<file path="src/rtl/hsp_pkg.sv">
package hsp_pkg;
   // idle level of the active-low strobe line
   localparam logic STB_IDLE = 1'b1;

   typedef enum logic {
      DIR_IN  = 1'b0,
      DIR_OUT = 1'b1
   } hsp_dir_e;

   typedef struct packed {
      logic fall;
      logic rise;
   } hsp_edge_t;
endpackage

</file>
<file path="src/rtl/hsp_sync.sv">
module hsp_sync #(
   parameter int   STAGES    = 2,
   parameter logic RESET_VAL = 1'b1
) (
   input  logic clk,
   input  logic rst_n,
   input  logic d_async,
   output logic q_sync
);
   initial begin
      if (STAGES < 2) $error("hsp_sync: STAGES must be at least 2");
   end

   logic [STAGES-1:0] chain;

   genvar gi;
   generate
      for (gi = 0; gi < STAGES; gi++) begin : g_stage
         if (gi == 0) begin : g_first
            always_ff @(posedge clk or negedge rst_n) begin
               if (!rst_n) chain[0] <= RESET_VAL;
               else        chain[0] <= d_async;
            end
         end else begin : g_next
            always_ff @(posedge clk or negedge rst_n) begin
               if (!rst_n) chain[gi] <= RESET_VAL;
               else        chain[gi] <= chain[gi-1];
            end
         end
      end
   endgenerate

   assign q_sync = chain[STAGES-1];
endmodule

</file>
<file path="src/rtl/hsp_edge.sv">
module hsp_edge
   import hsp_pkg::*;
(
   input  logic      clk,
   input  logic      rst_n,
   input  logic      lvl,
   output hsp_edge_t edges
);
   logic prev;

   always_ff @(posedge clk or negedge rst_n) begin
      if (!rst_n) prev <= STB_IDLE;
      else        prev <= lvl;
   end

   always_comb begin
      edges.fall = prev & ~lvl;
      edges.rise = ~prev & lvl;
   end
endmodule

</file>
<file path="src/rtl/hsp_datareg.sv">
module hsp_datareg #(
   parameter int DATA_W = 8
) (
   input  logic              clk,
   input  logic              rst_n,
   input  logic              load,
   input  logic [DATA_W-1:0] d,
   output logic [DATA_W-1:0] q
);
   initial begin
      if (DATA_W < 1) $error("hsp_datareg: DATA_W must be positive");
   end

   always_ff @(posedge clk or negedge rst_n) begin
      if (!rst_n)    q <= '0;
      else if (load) q <= d;
   end
endmodule

</file>
<file path="src/rtl/hsp_ctrl.sv">
module hsp_ctrl
   import hsp_pkg::*;
(
   input  logic      clk,
   input  logic      rst_n,
   input  hsp_dir_e  dir,
   input  logic      int_en,
   input  logic      cpu_wr,
   input  logic      cpu_rd,
   input  hsp_edge_t edges,
   output logic      load_in,
   output logic      load_out,
   output logic      buf_full,
   output logic      intr
);
   logic accepted;
   logic ack_ok;
   logic bf_nxt, acc_nxt, intr_nxt;

   always_comb begin
      load_in  = (dir == DIR_IN)  && edges.fall && !buf_full;
      ack_ok   = (dir == DIR_OUT) && edges.fall && buf_full;
      load_out = (dir == DIR_OUT) && cpu_wr;

      bf_nxt = buf_full;
      if (dir == DIR_IN) begin
         if (cpu_rd)  bf_nxt = 1'b0;
         if (load_in) bf_nxt = 1'b1;
      end else begin
         if (ack_ok)  bf_nxt = 1'b0;
         if (cpu_wr)  bf_nxt = 1'b1;
      end

      acc_nxt = accepted;
      if (edges.rise)        acc_nxt = 1'b0;
      if (load_in || ack_ok) acc_nxt = 1'b1;

      intr_nxt = intr;
      if (edges.rise && accepted && int_en) intr_nxt = 1'b1;
      if ((dir == DIR_IN && cpu_rd) || (dir == DIR_OUT && cpu_wr))
         intr_nxt = 1'b0;
   end

   always_ff @(posedge clk or negedge rst_n) begin
      if (!rst_n) begin
         buf_full <= 1'b0;
         accepted <= 1'b0;
         intr     <= 1'b0;
      end else begin
         buf_full <= bf_nxt;
         accepted <= acc_nxt;
         intr     <= intr_nxt;
      end
   end


   rd_clears_chk: assert property (@(posedge clk) disable iff (!rst_n)
      (dir == DIR_IN && cpu_rd && buf_full) |=> (!buf_full && !intr));

   intr_gated_chk: assert property (@(posedge clk) disable iff (!rst_n)
      $rose(intr) |-> $past(int_en));

   wr_sets_full_chk: assert property (@(posedge clk) disable iff (!rst_n)
      (dir == DIR_OUT && cpu_wr) |=> buf_full);

   ack_releases_chk: assert property (@(posedge clk) disable iff (!rst_n)
      (dir == DIR_OUT && edges.fall && buf_full && !cpu_wr) |=> !buf_full);

   wr_clears_intr_chk: assert property (@(posedge clk) disable iff (!rst_n)
      (dir == DIR_OUT && cpu_wr) |=> !intr);
endmodule

</file>
<file path="src/rtl/hsp_port_unit.sv">
module hsp_port_unit
   import hsp_pkg::*;
#(
   parameter int DATA_W      = 8,
   parameter int SYNC_STAGES = 2
) (
   input  logic              clk,
   input  logic              rst_n,
   input  logic              dir_out,
   input  logic              int_en,
   input  logic              cpu_wr,
   input  logic [DATA_W-1:0] cpu_wdata,
   input  logic              cpu_rd,
   output logic [DATA_W-1:0] cpu_rdata,
   input  logic [DATA_W-1:0] per_din,
   output logic [DATA_W-1:0] per_dout,
   input  logic              stb_n,
   output logic              buf_full,
   output logic              intr
);
   initial begin
      if (DATA_W < 1)      $error("hsp_port_unit: DATA_W must be positive");
      if (SYNC_STAGES < 2) $error("hsp_port_unit: SYNC_STAGES must be >= 2");
   end

   logic      stb_s;
   hsp_edge_t edges;
   logic      load_in, load_out;
   hsp_dir_e  dir;

   assign dir = dir_out ? DIR_OUT : DIR_IN;

   hsp_sync #(.STAGES(SYNC_STAGES), .RESET_VAL(STB_IDLE)) u_sync (
      .clk(clk), .rst_n(rst_n), .d_async(stb_n), .q_sync(stb_s));

   hsp_edge u_edge (.clk(clk), .rst_n(rst_n), .lvl(stb_s), .edges(edges));

   hsp_ctrl u_ctrl (
      .clk(clk), .rst_n(rst_n), .dir(dir), .int_en(int_en),
      .cpu_wr(cpu_wr), .cpu_rd(cpu_rd), .edges(edges),
      .load_in(load_in), .load_out(load_out),
      .buf_full(buf_full), .intr(intr));

   hsp_datareg #(.DATA_W(DATA_W)) u_in_reg (
      .clk(clk), .rst_n(rst_n), .load(load_in), .d(per_din), .q(cpu_rdata));

   hsp_datareg #(.DATA_W(DATA_W)) u_out_reg (
      .clk(clk), .rst_n(rst_n), .load(load_out), .d(cpu_wdata), .q(per_dout));


   held_byte_chk: assert property (@(posedge clk) disable iff (!rst_n)
      (!dir_out && buf_full && !cpu_rd) |=> $stable(cpu_rdata));

   out_stays_chk: assert property (@(posedge clk) disable iff (!rst_n)
      (!dir_out) |=> $stable(per_dout));
endmodule

</file>
<file path="config.mk">
export PLATFORM = sky130hd
export DESIGN_NAME = hsp_port_unit
export DESIGN_NICKNAME = d
export VERILOG_FILES = /design/src/rtl/hsp_pkg.sv /design/src/rtl/hsp_sync.sv /design/src/rtl/hsp_edge.sv /design/src/rtl/hsp_datareg.sv /design/src/rtl/hsp_ctrl.sv /design/src/rtl/hsp_port_unit.sv
export SDC_FILE = /design/constraint.sdc
export NUM_CORES = 1
export LEC_CHECK = 0
export ABC_AREA = 1
export BUFFER_PORTS_ARGS = -buffer_cell sky130_fd_sc_hd__buf_2
export CAP_MARGIN = 20
export CELL_PAD_IN_SITES_DETAIL_PLACEMENT = 0
export CELL_PAD_IN_SITES_GLOBAL_PLACEMENT = 1
export CORE_AREA = 2 2 56 58
export CTS_CLUSTER_DIAMETER = 30
export DETAILED_ROUTE_END_ITERATION = 7
export DIE_AREA = 0 0 58 60
export HOLD_SLACK_MARGIN = 0.02
export PLACE_DENSITY_LB_ADDON = 0.15
export SYNTH_ARGS = -nofsm -noshare
export SYNTH_HDL_FRONTEND = slang
export SYNTH_SLANG_ARGS = --single-unit
export TNS_END_PERCENT = 50
</file>
<file path="constraint.sdc">
create_clock -name clk -period 1.62 [get_ports clk]
set_input_delay 0.081 -clock clk [delete_from_list [all_inputs] [get_ports clk]]
set_output_delay 0.081 -clock clk [all_outputs]
set_load 0.02 [all_outputs]
</file>
==> impl_metrics.env <==
export IMPL_r2r_end="u_in_reg.q[0]$_DFFE_PN0P_"
export IMPL_wl_um=1950
export IMPL_avgRoutedWirePerCell_um=10.2
export IMPL_worst_ep_arrival_time_ns=1.47
export IMPL_clk_path_buf_depth=2
export IMPL_rsz0062_at_grt="no"
export IMPL_path_clk_slew_ns=0.12
export IMPL_num_rows=20
export IMPL_end_kind="flip-flop"
export IMPL_synth_area_top_cells="dfrtp_1 (55%), nand2_1 (24%), dfstp_2 (9.2%), inv_1 (2.2%), nand2_2 (2.2%)"
export IMPL_worst_pin_slew_ns=0.480
export IMPL_peakVddDrop_uv=451
export IMPL_numCtsBuffers=3
export IMPL_synth_main_ff_cell="dfrtp_1"
export IMPL_syn_nets=120
export IMPL_dieArea_um2=3480
export IMPL_via_count=801
export IMPL_r2r_start="u_edge.prev$_DFF_PN1_"
export IMPL_antenna_found_initial=0
export IMPL_chipWidth_um=58
export IMPL_drv_slew=0
export IMPL_syn_area_um2=860
export IMPL_synthCells=97
export IMPL_post_route_cell_area_um2=1300
export IMPL_start_util=0.296
export IMPL_synth_edf_count=0
export IMPL_yosysSeqAreaShare=0.645
export IMPL_synthArstFlopShare=1.00
export IMPL_die_h_um=60
export IMPL_holdPathEnd="u_ctrl.intr$_DFFE_PN0P_"
export IMPL_hpwl_um=1370
export IMPL_fin_crit_sh=0.750
export IMPL_clock_latency_ns=0.30
export IMPL_critPathKind="flip-flop to flip-flop"
export IMPL_coreArea_um2=2900
export IMPL_fin_util=0.447
export IMPL_grt_pass1_vias=771
export IMPL_diodes=0
export IMPL_required_ns=1.88
export IMPL_synth_top_area_share=0.553
export IMPL_placed_area_um2=1090
export IMPL_cts_tree="yes"
export IMPL_p_leak_uw=0.000740
export IMPL_stdcell_count=191
export IMPL_clock_skew_ns=0.00919
export IMPL_hold_worst_slack_ns=0.0457
export IMPL_finalHoldViolations=0
export IMPL_postRouteAntennaNets=0
export IMPL_synth_fa_ha_area_frac=0
export IMPL_crit_buf_inv=2
export IMPL_drt_iter0_markers=18
export IMPL_slowest_delay_ns=0.54
export IMPL_synth_area_leader_cell="dfrtp_1"
export IMPL_startpoint="u_edge.prev$_DFF_PN1_"
export IMPL_min_from="int_en"
export IMPL_synth_compound_area_frac=0.0116
export IMPL_ys_types=13
export IMPL_r2r_cells=6
export IMPL_h_tree_depth=1
export IMPL_cpLargestDelayFamily="flip-flops"
export IMPL_critPathLaunchType="flip-flop"
export IMPL_numPortBuffers=40
export IMPL_vias_per_cell=4.19
export IMPL_cp_common_cell="nand2_1"
export IMPL_yosys_cell_count_top_type="nand2_1"
export IMPL_gp_congestion=0.699
export IMPL_outcome="finished, final reports clean"
export IMPL_hold_depth=3
export IMPL_syn_to_final_growth_pct=50.8
export IMPL_p_per_area_nw_per_um2=988
export IMPL_fill_cells=302
export IMPL_syn_area_per_cell_um2=8.86
export IMPL_synth_mux_area_frac=0
export IMPL_final_nets=182
export IMPL_setup_tns_ns=0
export IMPL_grt_overflow=0
export IMPL_ys_ff_latch=22
export IMPL_slowest_stage="dfstp_2"
export IMPL_ios=41
export IMPL_cts_sinks=22
export IMPL_ys_warn_count=0
export IMPL_synth_top_family_by_area="simple AND/OR/NAND/NOR gates"
export IMPL_rrSetupSlack_ns=0.40
export IMPL_hp_class="primary input to flip-flop"
export IMPL_grt_pass1_wl_um=3290
export IMPL_dp_cells=169
export IMPL_crit_chain="inv_1, nor2_2, nand2_2, inv_2, nand2_1, nand2_1"
export IMPL_synth_xor_area_share=0
export IMPL_cap_violations=0
export IMPL_max_freq_ghz=0.823
export IMPL_grt_usage=0.125
export IMPL_finalCriticalPeriod_ns=1.22
export IMPL_drc=0
export IMPL_synth_simple_area_share=0.300
export IMPL_finalSetupViolCount=0
export IMPL_crit_fanout=11
export IMPL_slew_headroom=0.680
export IMPL_drtPass1Iterations=3
export IMPL_final_layout_size_suffix_gt1_frac=0.329
export IMPL_grt_max_degree=23
export IMPL_post_synth_most_frequent_cells="nand2_1 (54), dfrtp_1 (19), inv_1 (5), nor2_1 (5)"
export IMPL_cts_root_buf="clkbuf_4"
[per-stage QoR]
stage	power, uW	setup slack [ns]
floorplan	871	0.490
global placement	1010	0.428
detailed placement	1010	0.409
CTS	1300	0.382
global route	1380	0.268
finish	1280	0.404
[kinds of logic (layout without fill, tap and decap cells)]
group / after synthesis / in the layout
compound gates: 2 / 2
buf+inv: 8 / 69
flops: 22 / 22
simple gates: 65 / 65
[layer usage]
layer	share of wire	vias up	wire (um)	global-route usage
met4	0.015	0	29	0.0498
met3	0.054	4	105	0.0195
met2	0.47	26	914	0.206
met1	0.46	354	904	0.166
li1	-	417	-	-
met5	0	-	0	0
[worst max path at each step]
stage | endpoint | depth (start not counted) | slack (ns)
global placement | u_in_reg.q[5]$_DFFE_PN0P_ | 6 | 0.43
CTS | u_in_reg.q[0]$_DFFE_PN0P_ | 6 | 0.38
detailed placement | u_in_reg.q[0]$_DFFE_PN0P_ | 6 | 0.41
floorplan | u_ctrl.buf_full$_DFFE_PN0P_ | 8 | 0.49
finish | u_in_reg.q[0]$_DFFE_PN0P_ | 6 | 0.40
global route | u_in_reg.q[1]$_DFFE_PN0P_ | 6 | 0.27
[final cells by class]
type                       count  area, um2  area share
clock buffer                   4       26.3      0.0203
inverter                       7       26.3      0.0203
multi-input combinational     67        268       0.207
sequential                    22        554       0.428
tap                           33       41.3      0.0319
timing repair buffer          58        380       0.293
[report_power, final]
part	internal, uW	leakage (uW)	switching [uW]
sequential	635	0.000269	43.6
clock	96.0	0.0000150	161
combinational	139	0.000456	206
total	870	0.000740	411
[repair_timing]
action | in CTS | in global routing
gates resized for setup | 0 | 0
hold buffers | 18 | 0
endpoints found under the hold margin | 36 | 0
setup buffers | 0 | 0
[tightest hold or removal path: cells and delay by family]
family	cells	cell delay, ns
buffers and inverters	1	0.10
AO/OA/AOI/OAI	1	0.06
AND/OR/NAND/NOR	1	0.08
[sequential cells by signal (all words and copies together), names as in the netlist]
name,cells
u_in_reg.q,8
u_out_reg.q,8
u_ctrl.intr,1
u_sync.chain,1
u_ctrl.accepted,1
u_sync.q_sync,1
u_ctrl.buf_full,1
u_edge.prev,1
[cells in the final DEF (no fill, tap or decap)]
master / instances
a21oi_1: 1
buf_2: 40
clkbuf_1: 1
clkbuf_4: 3
dfrtp_1: 19
dfstp_2: 3
dlygate4sd3_1: 18
inv_1: 5
inv_2: 2
nand2_1: 54
nand2_2: 3
nand3_1: 1
nand4_1: 1
nor2_1: 5
nor2_2: 1
o21ai_0: 1
(Power assumes the default switching activity.)
